<file path="config.mk">
export PLATFORM = sky130hd
export DESIGN_NAME = nand_strobe_gen
export DESIGN_NICKNAME = d
export VERILOG_FILES = /design/src/rtl/nsg_pkg.sv /design/src/rtl/nsg_phase_len.sv /design/src/rtl/nsg_phase_seq.sv /design/src/rtl/nsg_pin_drive.sv /design/src/rtl/nand_strobe_gen.sv
export SDC_FILE = /design/constraint.sdc
export NUM_CORES = 1
export LEC_CHECK = 0
export ABC_AREA = 1
export BUFFER_PORTS_ARGS = -buffer_cell sky130_fd_sc_hd__buf_2
export CELL_PAD_IN_SITES_DETAIL_PLACEMENT = 1
export CELL_PAD_IN_SITES_GLOBAL_PLACEMENT = 2
export CORE_MARGIN = 8
export CORE_UTILIZATION = 30
export CTS_CLUSTER_DIAMETER = 100
export DETAILED_ROUTE_END_ITERATION = 12
export PLACE_DENSITY = 0.86
export SLEW_MARGIN = 5
export SYNTH_ARGS = -nofsm -noshare
export SYNTH_HDL_FRONTEND = slang
export SYNTH_SLANG_ARGS = --single-unit
export TNS_END_PERCENT = 50
</file>
<file path="constraint.sdc">
create_clock -name clk -period 2.8 [get_ports clk]
set_input_delay 0.42 -clock clk [delete_from_list [all_inputs] [get_ports clk]]
set_output_delay 0.42 -clock clk [all_outputs]
set_load 0.02 [all_outputs]
</file>
<file path="src/rtl/nsg_pkg.sv">
package nsg_pkg;

  localparam int TIMING_W = 32;

  typedef enum logic [2:0] {
    PH_IDLE   = 3'd0,
    PH_SETUP  = 3'd1,
    PH_STROBE = 3'd2,
    PH_HOLD   = 3'd3,
    PH_TURN   = 3'd4
  } nsg_phase_e;

  // Field order follows the bit positions of the timing word, MSB first.
  typedef struct packed {
    logic       sel_strobe;  // 31
    logic       ext_wait;    // 30, must stay clear for flash
    logic [3:0] wr_setup;    // 29:26
    logic [5:0] wr_strobe;   // 25:20
    logic [2:0] wr_hold;     // 19:17
    logic [3:0] rd_setup;    // 16:13
    logic [5:0] rd_strobe;   // 12:7
    logic [2:0] rd_hold;     // 6:4
    logic [1:0] turn;        // 3:2
    logic [1:0] bus_size;    // 1:0, zero = 8-bit
  } nsg_timing_t;

  function automatic nsg_timing_t nsg_unpack(input logic [TIMING_W-1:0] word);
    return nsg_timing_t'(word);
  endfunction

endpackage

</file>
<file path="src/rtl/nsg_phase_len.sv">
module nsg_phase_len
  import nsg_pkg::*;
#(
  parameter int CNT_W = 6
) (
  input  nsg_timing_t      tim,
  input  logic             is_wr,
  input  nsg_phase_e       ph,
  output logic [CNT_W-1:0] len
);

  always_comb begin
    len = '0;
    case (ph)
      PH_SETUP:  len = is_wr ? CNT_W'(tim.wr_setup)  : CNT_W'(tim.rd_setup);
      PH_STROBE: len = is_wr ? CNT_W'(tim.wr_strobe) : CNT_W'(tim.rd_strobe);
      PH_HOLD:   len = is_wr ? CNT_W'(tim.wr_hold)   : CNT_W'(tim.rd_hold);
      PH_TURN:   len = CNT_W'(tim.turn);
      default:   len = '0;
    endcase
  end

endmodule

</file>
<file path="src/rtl/nsg_phase_seq.sv">
module nsg_phase_seq
  import nsg_pkg::*;
#(
  parameter int CNT_W = 6
) (
  input  logic             clk,
  input  logic             rst_n,
  input  logic             start,
  input  logic [CNT_W-1:0] len_nx,
  output nsg_phase_e       phase,
  output nsg_phase_e       phase_nx,
  output logic             last
);

  nsg_phase_e       ph_q;
  logic [CNT_W-1:0] cnt_q;
  logic [CNT_W-1:0] cnt_d;
  logic             cnt_en;

  assign phase = ph_q;
  assign last  = (cnt_q == '0);

  always_comb begin
    phase_nx = ph_q;
    case (ph_q)
      PH_IDLE:   if (start) phase_nx = PH_SETUP;
      PH_SETUP:  if (last)  phase_nx = PH_STROBE;
      PH_STROBE: if (last)  phase_nx = PH_HOLD;
      PH_HOLD:   if (last)  phase_nx = PH_TURN;
      PH_TURN:   if (last)  phase_nx = PH_IDLE;
      default:              phase_nx = PH_IDLE;
    endcase
  end

  always_comb begin
    cnt_en = 1'b0;
    cnt_d  = cnt_q;
    if (phase_nx != ph_q) begin
      cnt_en = 1'b1;
      cnt_d  = len_nx;
    end else if (!last) begin
      cnt_en = 1'b1;
      cnt_d  = cnt_q - 1'b1;
    end
  end

  always_ff @(posedge clk or negedge rst_n) begin
    if (!rst_n) begin
      ph_q  <= PH_IDLE;
      cnt_q <= '0;
    end else begin
      ph_q <= phase_nx;
      if (cnt_en) cnt_q <= cnt_d;
    end
  end

  AST_IDLE_CNT_ZERO: assert property (@(posedge clk) disable iff (!rst_n)
    (ph_q == PH_IDLE) |-> (cnt_q == '0));

endmodule

</file>
<file path="src/rtl/nsg_pin_drive.sv">
module nsg_pin_drive
  import nsg_pkg::*;
#(
  parameter int DATA_W = 8
) (
  input  nsg_phase_e        phase,
  input  logic              sel_strobe,
  input  logic              is_wr,
  input  logic              bit_ale,
  input  logic              bit_cle,
  input  logic [DATA_W-1:0] wdata,
  output logic              ce_n,
  output logic              we_n,
  output logic              re_n,
  output logic              ale,
  output logic              cle,
  output logic [DATA_W-1:0] dq_out,
  output logic              dq_oe
);

  logic act;
  logic stb;

  always_comb begin
    act    = (phase == PH_SETUP) || (phase == PH_STROBE) || (phase == PH_HOLD);
    stb    = (phase == PH_STROBE);
    ce_n   = sel_strobe ? !stb : !act;
    we_n   = !(stb && is_wr);
    re_n   = !(stb && !is_wr);
    cle    = act && bit_cle;
    ale    = act && bit_ale && !bit_cle;
    dq_oe  = act && is_wr;
    dq_out = dq_oe ? wdata : '0;
  end

endmodule

</file>
<file path="src/rtl/nand_strobe_gen.sv">
module nand_strobe_gen
  import nsg_pkg::*;
#(
  parameter int ADDR_W      = 16,
  parameter int DATA_W      = 8,
  parameter int ALE_BIT     = 3,
  parameter int CLE_BIT     = 4,
  parameter int CNT_W       = 6,
  parameter int SYNC_STAGES = 2
) (
  input  logic              clk,
  input  logic              rst_n,
  input  logic [31:0]       cfg_timing,
  input  logic              req_valid,
  input  logic              req_write,
  input  logic [ADDR_W-1:0] req_addr,
  input  logic [DATA_W-1:0] req_wdata,
  output logic              busy,
  output logic              rd_valid,
  output logic [DATA_W-1:0] rd_data,
  output logic              flash_ready,
  output logic              nand_ce_n,
  output logic              nand_we_n,
  output logic              nand_re_n,
  output logic              nand_ale,
  output logic              nand_cle,
  output logic [DATA_W-1:0] nand_dq_out,
  output logic              nand_dq_oe,
  input  logic [DATA_W-1:0] nand_dq_in,
  input  logic              nand_rdy
);

  localparam int SYNC_MSB = SYNC_STAGES - 1;

  // Reset: asserted asynchronously, released on a clock edge.
  logic [SYNC_MSB:0] rs_q;
  logic              rst_sync_n;

  generate
    if (SYNC_STAGES > 1) begin : g_rsync_chain
      always_ff @(posedge clk or negedge rst_n) begin
        if (!rst_n) rs_q <= '0;
        else        rs_q <= {rs_q[SYNC_MSB-1:0], 1'b1};
      end
    end else begin : g_rsync_single
      always_ff @(posedge clk or negedge rst_n) begin
        if (!rst_n) rs_q <= '0;
        else        rs_q <= 1'b1;
      end
    end
  endgenerate

  assign rst_sync_n = rs_q[SYNC_MSB];

  // Sequencer and length selection
  nsg_phase_e       phase;
  nsg_phase_e       phase_nx;
  logic             last;
  logic [CNT_W-1:0] len_nx;
  logic             accept;

  nsg_timing_t       tim_q;
  nsg_timing_t       tim_src;
  logic              wr_q;
  logic              wr_src;
  logic [ADDR_W-1:0] addr_q;
  logic [DATA_W-1:0] wdata_q;

  assign accept  = req_valid && (phase == PH_IDLE);
  assign tim_src = accept ? nsg_unpack(cfg_timing) : tim_q;
  assign wr_src  = accept ? req_write : wr_q;
  assign busy    = (phase != PH_IDLE);

  nsg_phase_seq #(.CNT_W(CNT_W)) u_seq (
    .clk      (clk),
    .rst_n    (rst_sync_n),
    .start    (accept),
    .len_nx   (len_nx),
    .phase    (phase),
    .phase_nx (phase_nx),
    .last     (last)
  );

  nsg_phase_len #(.CNT_W(CNT_W)) u_len (
    .tim   (tim_src),
    .is_wr (wr_src),
    .ph    (phase_nx),
    .len   (len_nx)
  );

  // Request capture, enabled only on acceptance
  always_ff @(posedge clk or negedge rst_sync_n) begin
    if (!rst_sync_n) begin
      tim_q   <= '0;
      wr_q    <= 1'b0;
      addr_q  <= '0;
      wdata_q <= '0;
    end else if (accept) begin
      tim_q   <= nsg_unpack(cfg_timing);
      wr_q    <= req_write;
      addr_q  <= req_addr;
      wdata_q <= req_wdata;
    end
  end

  // Read capture on the final strobe cycle
  logic rd_cap;
  logic rd_valid_q;
  logic [DATA_W-1:0] rd_data_q;

  assign rd_cap = (phase == PH_STROBE) && last && !wr_q;

  always_ff @(posedge clk or negedge rst_sync_n) begin
    if (!rst_sync_n) begin
      rd_valid_q <= 1'b0;
      rd_data_q  <= '0;
    end else begin
      rd_valid_q <= rd_cap;
      if (rd_cap) rd_data_q <= nand_dq_in;
    end
  end

  assign rd_valid = rd_valid_q;
  assign rd_data  = rd_data_q;

  // Ready mirror
  logic rdy_q;
  always_ff @(posedge clk or negedge rst_sync_n) begin
    if (!rst_sync_n) rdy_q <= 1'b0;
    else             rdy_q <= nand_rdy;
  end
  assign flash_ready = rdy_q;

  nsg_pin_drive #(.DATA_W(DATA_W)) u_pins (
    .phase      (phase),
    .sel_strobe (tim_q.sel_strobe),
    .is_wr      (wr_q),
    .bit_ale    (addr_q[ALE_BIT]),
    .bit_cle    (addr_q[CLE_BIT]),
    .wdata      (wdata_q),
    .ce_n       (nand_ce_n),
    .we_n       (nand_we_n),
    .re_n       (nand_re_n),
    .ale        (nand_ale),
    .cle        (nand_cle),
    .dq_out     (nand_dq_out),
    .dq_oe      (nand_dq_oe)
  );

  // Assertions
  AST_ONE_STROBE: assert property (@(posedge clk) disable iff (!rst_sync_n)
    !(!nand_we_n && !nand_re_n));

  AST_STROBE_IN_CE: assert property (@(posedge clk) disable iff (!rst_sync_n)
    (!nand_we_n || !nand_re_n) |-> !nand_ce_n);

  AST_LATCH_EXCL: assert property (@(posedge clk) disable iff (!rst_sync_n)
    !(nand_ale && nand_cle));

  AST_RD_PULSE: assert property (@(posedge clk) disable iff (!rst_sync_n)
    rd_valid |=> !rd_valid);

  AST_IDLE_QUIET: assert property (@(posedge clk) disable iff (!rst_sync_n)
    !busy |-> (nand_ce_n && nand_we_n && nand_re_n && !nand_dq_oe));

  AST_REQ_HELD: assert property (@(posedge clk) disable iff (!rst_sync_n)
    busy |=> ($stable(addr_q) && $stable(wr_q) && $stable(wdata_q) && $stable(tim_q)));

  AST_TURN_RELEASE: assert property (@(posedge clk) disable iff (!rst_sync_n)
    (phase == PH_TURN) |-> (nand_ce_n && !nand_dq_oe && busy));

  AST_FLASH_MODE: assert property (@(posedge clk) disable iff (!rst_sync_n)
    accept |-> (!cfg_timing[30] && (cfg_timing[1:0] == 2'b00)));

endmodule

</file>
* After elaboration in Yosys (flattened, before gate mapping) *
Cells that the tools add are included.

word-level totals
  register bits = 66
  input bits = 69
  output and inout port bits = 25
  word-level logic and storage cells = 68

cells by class
  add/subtract/negate cells = 1
  equal/unequal tests = 10
  muxes and demuxes = 18
  reduce and logical (&&, ||, !) cells = 21

operator list
  kind                                                 number
  two-way mux 30 bit                                   1
  one-hot mux 6 bit (4 select lines)                   1
  two-way mux 3 bit                                    6
  two-way mux 6 bit                                    3
  one-hot mux 3 bit (5 select lines)                   1
  equality test 3 x 2 -> 1 bit, second input constant  4
  logical AND 1 bit                                    9
  two-way mux 8 bit                                    1
  equality test 3 x 1 -> 1 bit, second input constant  2
  equality test 3 bit, second input constant           2
  logical NOT 1 bit                                    6
  logical NOT 6 bit                                    1
  subtractor 6 x 1 -> 6 bit, second input constant     1
  two-way mux 1 bit                                    4
  two-way mux 4 bit                                    1
  logical NOT 3 bit                                    1
  != test 3 bit                                        1
  nonzero test 3 bit                                   1
  logical OR 1 bit                                     2
  != test 2 x 1 -> 1 bit, second input constant        1
  AND reduction 2 bit                                  1

* Depth between registers and ports, before layout *
  word-level depth = 7
  mapped depth = 13
  depth with buffers taken out = 11

* Hierarchy *
From an unflattened synthesis, not the netlist that was laid out.

unflattened totals
  cell total of the unflattened synthesis = 436
  area, all modules = 3275.6 sq um

by module, submodules not included
  module           instances  cells an instance  area an instance (sq um)  sequential area each (sq um)
  nand_strobe_gen  1          236                2204.6                    1376.3
  nsg_phase_seq    1          91                 623.1                     225.2
  nsg_phase_len    1          76                 305.3                     0.0
  nsg_pin_drive    1          33                 142.6                     0.0

* Worst setup path before layout *
Ideal clock, no wire load.

  kind = register to output
  start = reg u_seq.ph_q[0] (netlist: u_seq.phase[0])
  end = out nand_dq_out[0]
  data arrival time = 1688 ps
  required time = 2380 ps
  slack = 692 ps
  stages on the path, launching flop included = 9
  path buffers = 2
  cells stage by stage = dfrtp_1 > buf_4 > nor2_8 > buf_4 > nor2_1 > inv_1 > nor2_1 > inv_1 > nor2_1

between the ends
  longest elaborated chain between the ends = 5
  elaborated cells between the ends (all ways) = 7
  classes of those cells = eq/ne: 3; mux: 1; reduce/logical: 3

RTL lines
  item                                                                          line                   text
  from (decl)                                                                   nsg_phase_seq.sv:15    nsg_phase_e ph_q;
  from (signal assigned)                                                        nsg_phase_seq.sv:52    ph_q <= phase_nx;
  equality test 3 x 1 -> 1 bit or equality test 3 x 2 -> 1 bit (tied branches)  nsg_pin_drive.sv:25    act = (phase == PH_SETUP) || (phase == PH_STROBE) || (phase == PH_HOLD);
  logical OR 1 bit                                                              nsg_pin_drive.sv:25
  logical OR 1 bit *                                                            nsg_pin_drive.sv:25
  logical AND 1 bit *                                                           nsg_pin_drive.sv:32    dq_oe = act && is_wr;
  net nand_dq_oe                                                                nand_strobe_gen.sv:28  output logic nand_dq_oe,
  two-way mux 8 bit *                                                           nsg_pin_drive.sv:33    dq_out = dq_oe ? wdata : '0;
  to (decl)                                                                     nand_strobe_gen.sv:27  output logic [DATA_W-1:0] nand_dq_out,

Mark *: on every way through the listed nets, which the timed path passes. The rest lies on a longest branch.

* Worst setup path after layout *
  start = reg u_seq.ph_q[0] (netlist: u_seq.phase[0])
  end = out nand_dq_out[1]

between the ends
  longest elaborated chain between the ends = 5
  elaborated cells between the ends (all ways) = 7
  classes of those cells = eq/ne: 3; mux: 1; reduce/logical: 3

RTL lines
  item                                                                          line
  equality test 3 x 1 -> 1 bit or equality test 3 x 2 -> 1 bit (tied branches)  nsg_pin_drive.sv:25
  logical OR 1 bit                                                              nsg_pin_drive.sv:25
  logical OR 1 bit *                                                            nsg_pin_drive.sv:25
  logical AND 1 bit *                                                           nsg_pin_drive.sv:32
  two-way mux 8 bit *                                                           nsg_pin_drive.sv:33

Every way passes the cells marked *; elsewhere a longest branch is shown, timed or not.

==> reports/metrics.yaml <==
synth_area_um2: 2950
ys_ff_latch: 61
die_x_um: 115
grt_pass1_wl_um: 14100
drt_iter0_drc: 134
synth_top_area_cell: "dfrtp_1"
synth.most_common_cell: "nand2_1"
r2r-start: "u_seq.cnt_q[0]"
synthToLayoutAreaGrowth_pct: 24.3
antenna_cells: 0
clkSinkCount: 61
fmax_mhz: 411
fin_skew_ns: 0.0170
clk_pin_slew_ns: 0.07
synth.area.top_cells: "dfrtp_1 52%, nand2_1 23%, nand4_1 3.2%"
crit_top_cell: "nor2_1"
synth_cells: 380
synth_mux_area_share_pct: 0
startpoint: "u_seq.phase[0]"
synth_top_cell_area_share_pct: 51.8
clk_path_buf_depth: 2
setup_viol: 0
reg2reg_slack_ns: 0.63
worst-path-stages: 8
final_hold_viol_count: 0
hp-class: "in -> reg"
p_leak_nw: 2.00
clk_latency_ns: 0.34
synthFlopType: "dfrtp_1"
gp_congestion: 0.793
cts_root_buf: "clkbuf_8"
yosysUniqueCellTypes: 28
finalSetupTns_ns: 0
ys_seq_area_share_pct: 51.8
worst_setup_path_end_kind: "output port"
maxSlewViolCount: 0
synthAdderAreaFrac_pct: 0.424
routedWlPerCell_um: 13.9
die_h_um: 115
finalCritPeriodShare_pct: 86.9
path_buf_inv: 4
cp-endpoint: "nand_dq_out[1]"
drive_above_1_share_pct: 24.4
cts_max_level: 3
synth_top_family_by_area: "simple AND/OR/NAND/NOR gates"
via_count: 2664
ios: 94
synthTopCellsByCount: "177 x nand2_1, 61 x dfrtp_1, 24 x inv_1"
ys_warn_count: 0
drtPass1Iterations: 4
async_reset_ff_share_pct: 100
grt_max_degree: 60
crit_path_max_incr_delay_ns: 0.59
rsz0062_at_grt: "no"
cp.required_ns: 2.38
r2r_end: "u_seq.cnt_q[3]"
syn_nets: 450
io_buffers: 76
place_hpwl_um: 6240
worstMarginPinSlew_ns: 0.746
path_delay_family: "buffers and inverters"
path_class: "reg -> out"
nets: 528
dp_cells: 579
overflow: 0
stdcell_count: 596
period_needed_ns: 2.43
status: "finished, final reports clean"
path_cells: "nor2_8 > buf_4 > nor2_1 > inv_1 > nor2_1 > inv_1 > nor2_1 > buf_2"
cp_data_arrival_time_ns: 2.01
vias_per_cell: 4.47
num_rows: 36
core_area_um2: 9640
slowest_stage: "dfrtp_1"
ir_worst_vdd_mv: 0.334
critPathMaxFanout: 18
synthSimpleGateAreaFrac_pct: 34.8
ff2ff_path_depth: 10
cts_buffers: 9
grt_pass1_vias: 2856
power.density_nw_per_um2: 1230
antenna_found_initial: 0
num-fill-cells: 1222
drc_errors: 0
track_usage_pct: 13.6
tritoncts: "yes"
antenna_left: 0
initial_core_util_pct: 30.6
relSlewSlack_pct: 50.3
die_area_um2: 13300
syn_area_per_cell_um2: 7.76
start_kind: "flip-flop"
synth_xor_area_share_pct: 0.891
synth_compound_area_share_pct: 4.84
synth-edff-count: 0
cap_violations: 0
drt-total-wl_um: 8310
## layout make-up
| type | count | area (um2) | area share, % |
|---|---|---|---|
| repair buffers | 83 | 435 | 11.9 |
| clock inverters | 4 | 72.6 | 1.98 |
| multi-input cells | 275 | 1210 | 33.0 |
| flip-flops and latches | 61 | 1530 | 41.7 |
| well taps | 133 | 166 | 4.54 |
| clock buffers | 12 | 145 | 3.96 |
| inverters | 28 | 108 | 2.94 |
## worst min path at each step
stage	start	endpoint	slack (ns)	depth (start not counted)
after floorplan	rst_n	rs_q[0]	0.12	0
after global placement	rst_n	rs_q[0]	0.20	1
after detailed placement	rst_n	rs_q[0]	0.21	1
after CTS	nand_rdy	flash_ready	0.17	1
after global routing	nand_rdy	flash_ready	0.17	1
final	nand_rdy	flash_ready	0.19	1
## per-layer routing
| metal | routed length [um] | track usage [%] | vias to the layer above |
|---|---|---|---|
| met2 | 4070 | 23.1 | 51 |
| met1 | 3710 | 16.2 | 1263 |
| met3 | 428 | 3.52 | 11 |
| li1 | - | - | 1339 |
| met5 | 0 | 0 | - |
| met4 | 106 | 4.73 | 0 |
## layout by cell type (no fill, tap or decap), drive strengths merged
master / count
a21oi: 8
buf: 82
bufinv: 2
clkbuf: 12
clkinv: 1
clkinvlp: 1
conb: 1
dfrtp: 61
dlygate4sd3: 1
ha: 1
inv: 28
nand2: 182
nand3: 16
nand4: 15
nor2: 26
nor3: 2
o211ai: 1
o21ai: 19
or2: 1
xnor2: 1
xor2: 2
## where the power goes
group          switching [W]  total (W)  internal, W
Clock               0.000345   0.000870     0.000525
Sequential          0.000200    0.00148      0.00128
Combinational        0.00148    0.00215     0.000675
Total                0.00202    0.00450      0.00248
## per-stage QoR
stage	worst slack (ns)	total power, W	utilization (%)	hold slack [ns]	cell area (um2)
2_1_floorplan	0.692	0.00307	-	0.124	2950
3_3_place_gp	0.695	0.00360	35.7	0.204	3440
3_5_place_dp	0.599	0.00369	35.7	0.208	3440
4_1_cts	0.329	0.00459	38.0	0.170	3660
5_1_grt	0.171	0.00494	38.0	0.175	3660
6_report	0.367	0.00450	38.0	0.190	3660
## repair_timing
item                                   4_1_cts  5_1_grt
gates resized for setup                      0        0
endpoints found under the hold margin        2        0
hold buffers                                 1        0
setup buffers                                0        0
## logic make-up (layout without fill, tap and decap cells)
kind of cell	Yosys count	after routing
flops	61	61
compound gates	28	28
xor+xnor	3	3
simple gates	242	242
other cells	1	1
fa+ha+maj	1	1
buf+inv	44	127
## state kept, by name, indices dropped and copies added, names as in the netlist
register and count:
flash_ready 1, rs_q 2, rd_valid 1, wr_q 1
u_seq.cnt_q 6, rd_data 8, u_seq.phase 3, addr_q 2
wdata_q 8, tim_q 29
No activity file was read; power rests on OpenSTA's default activity.
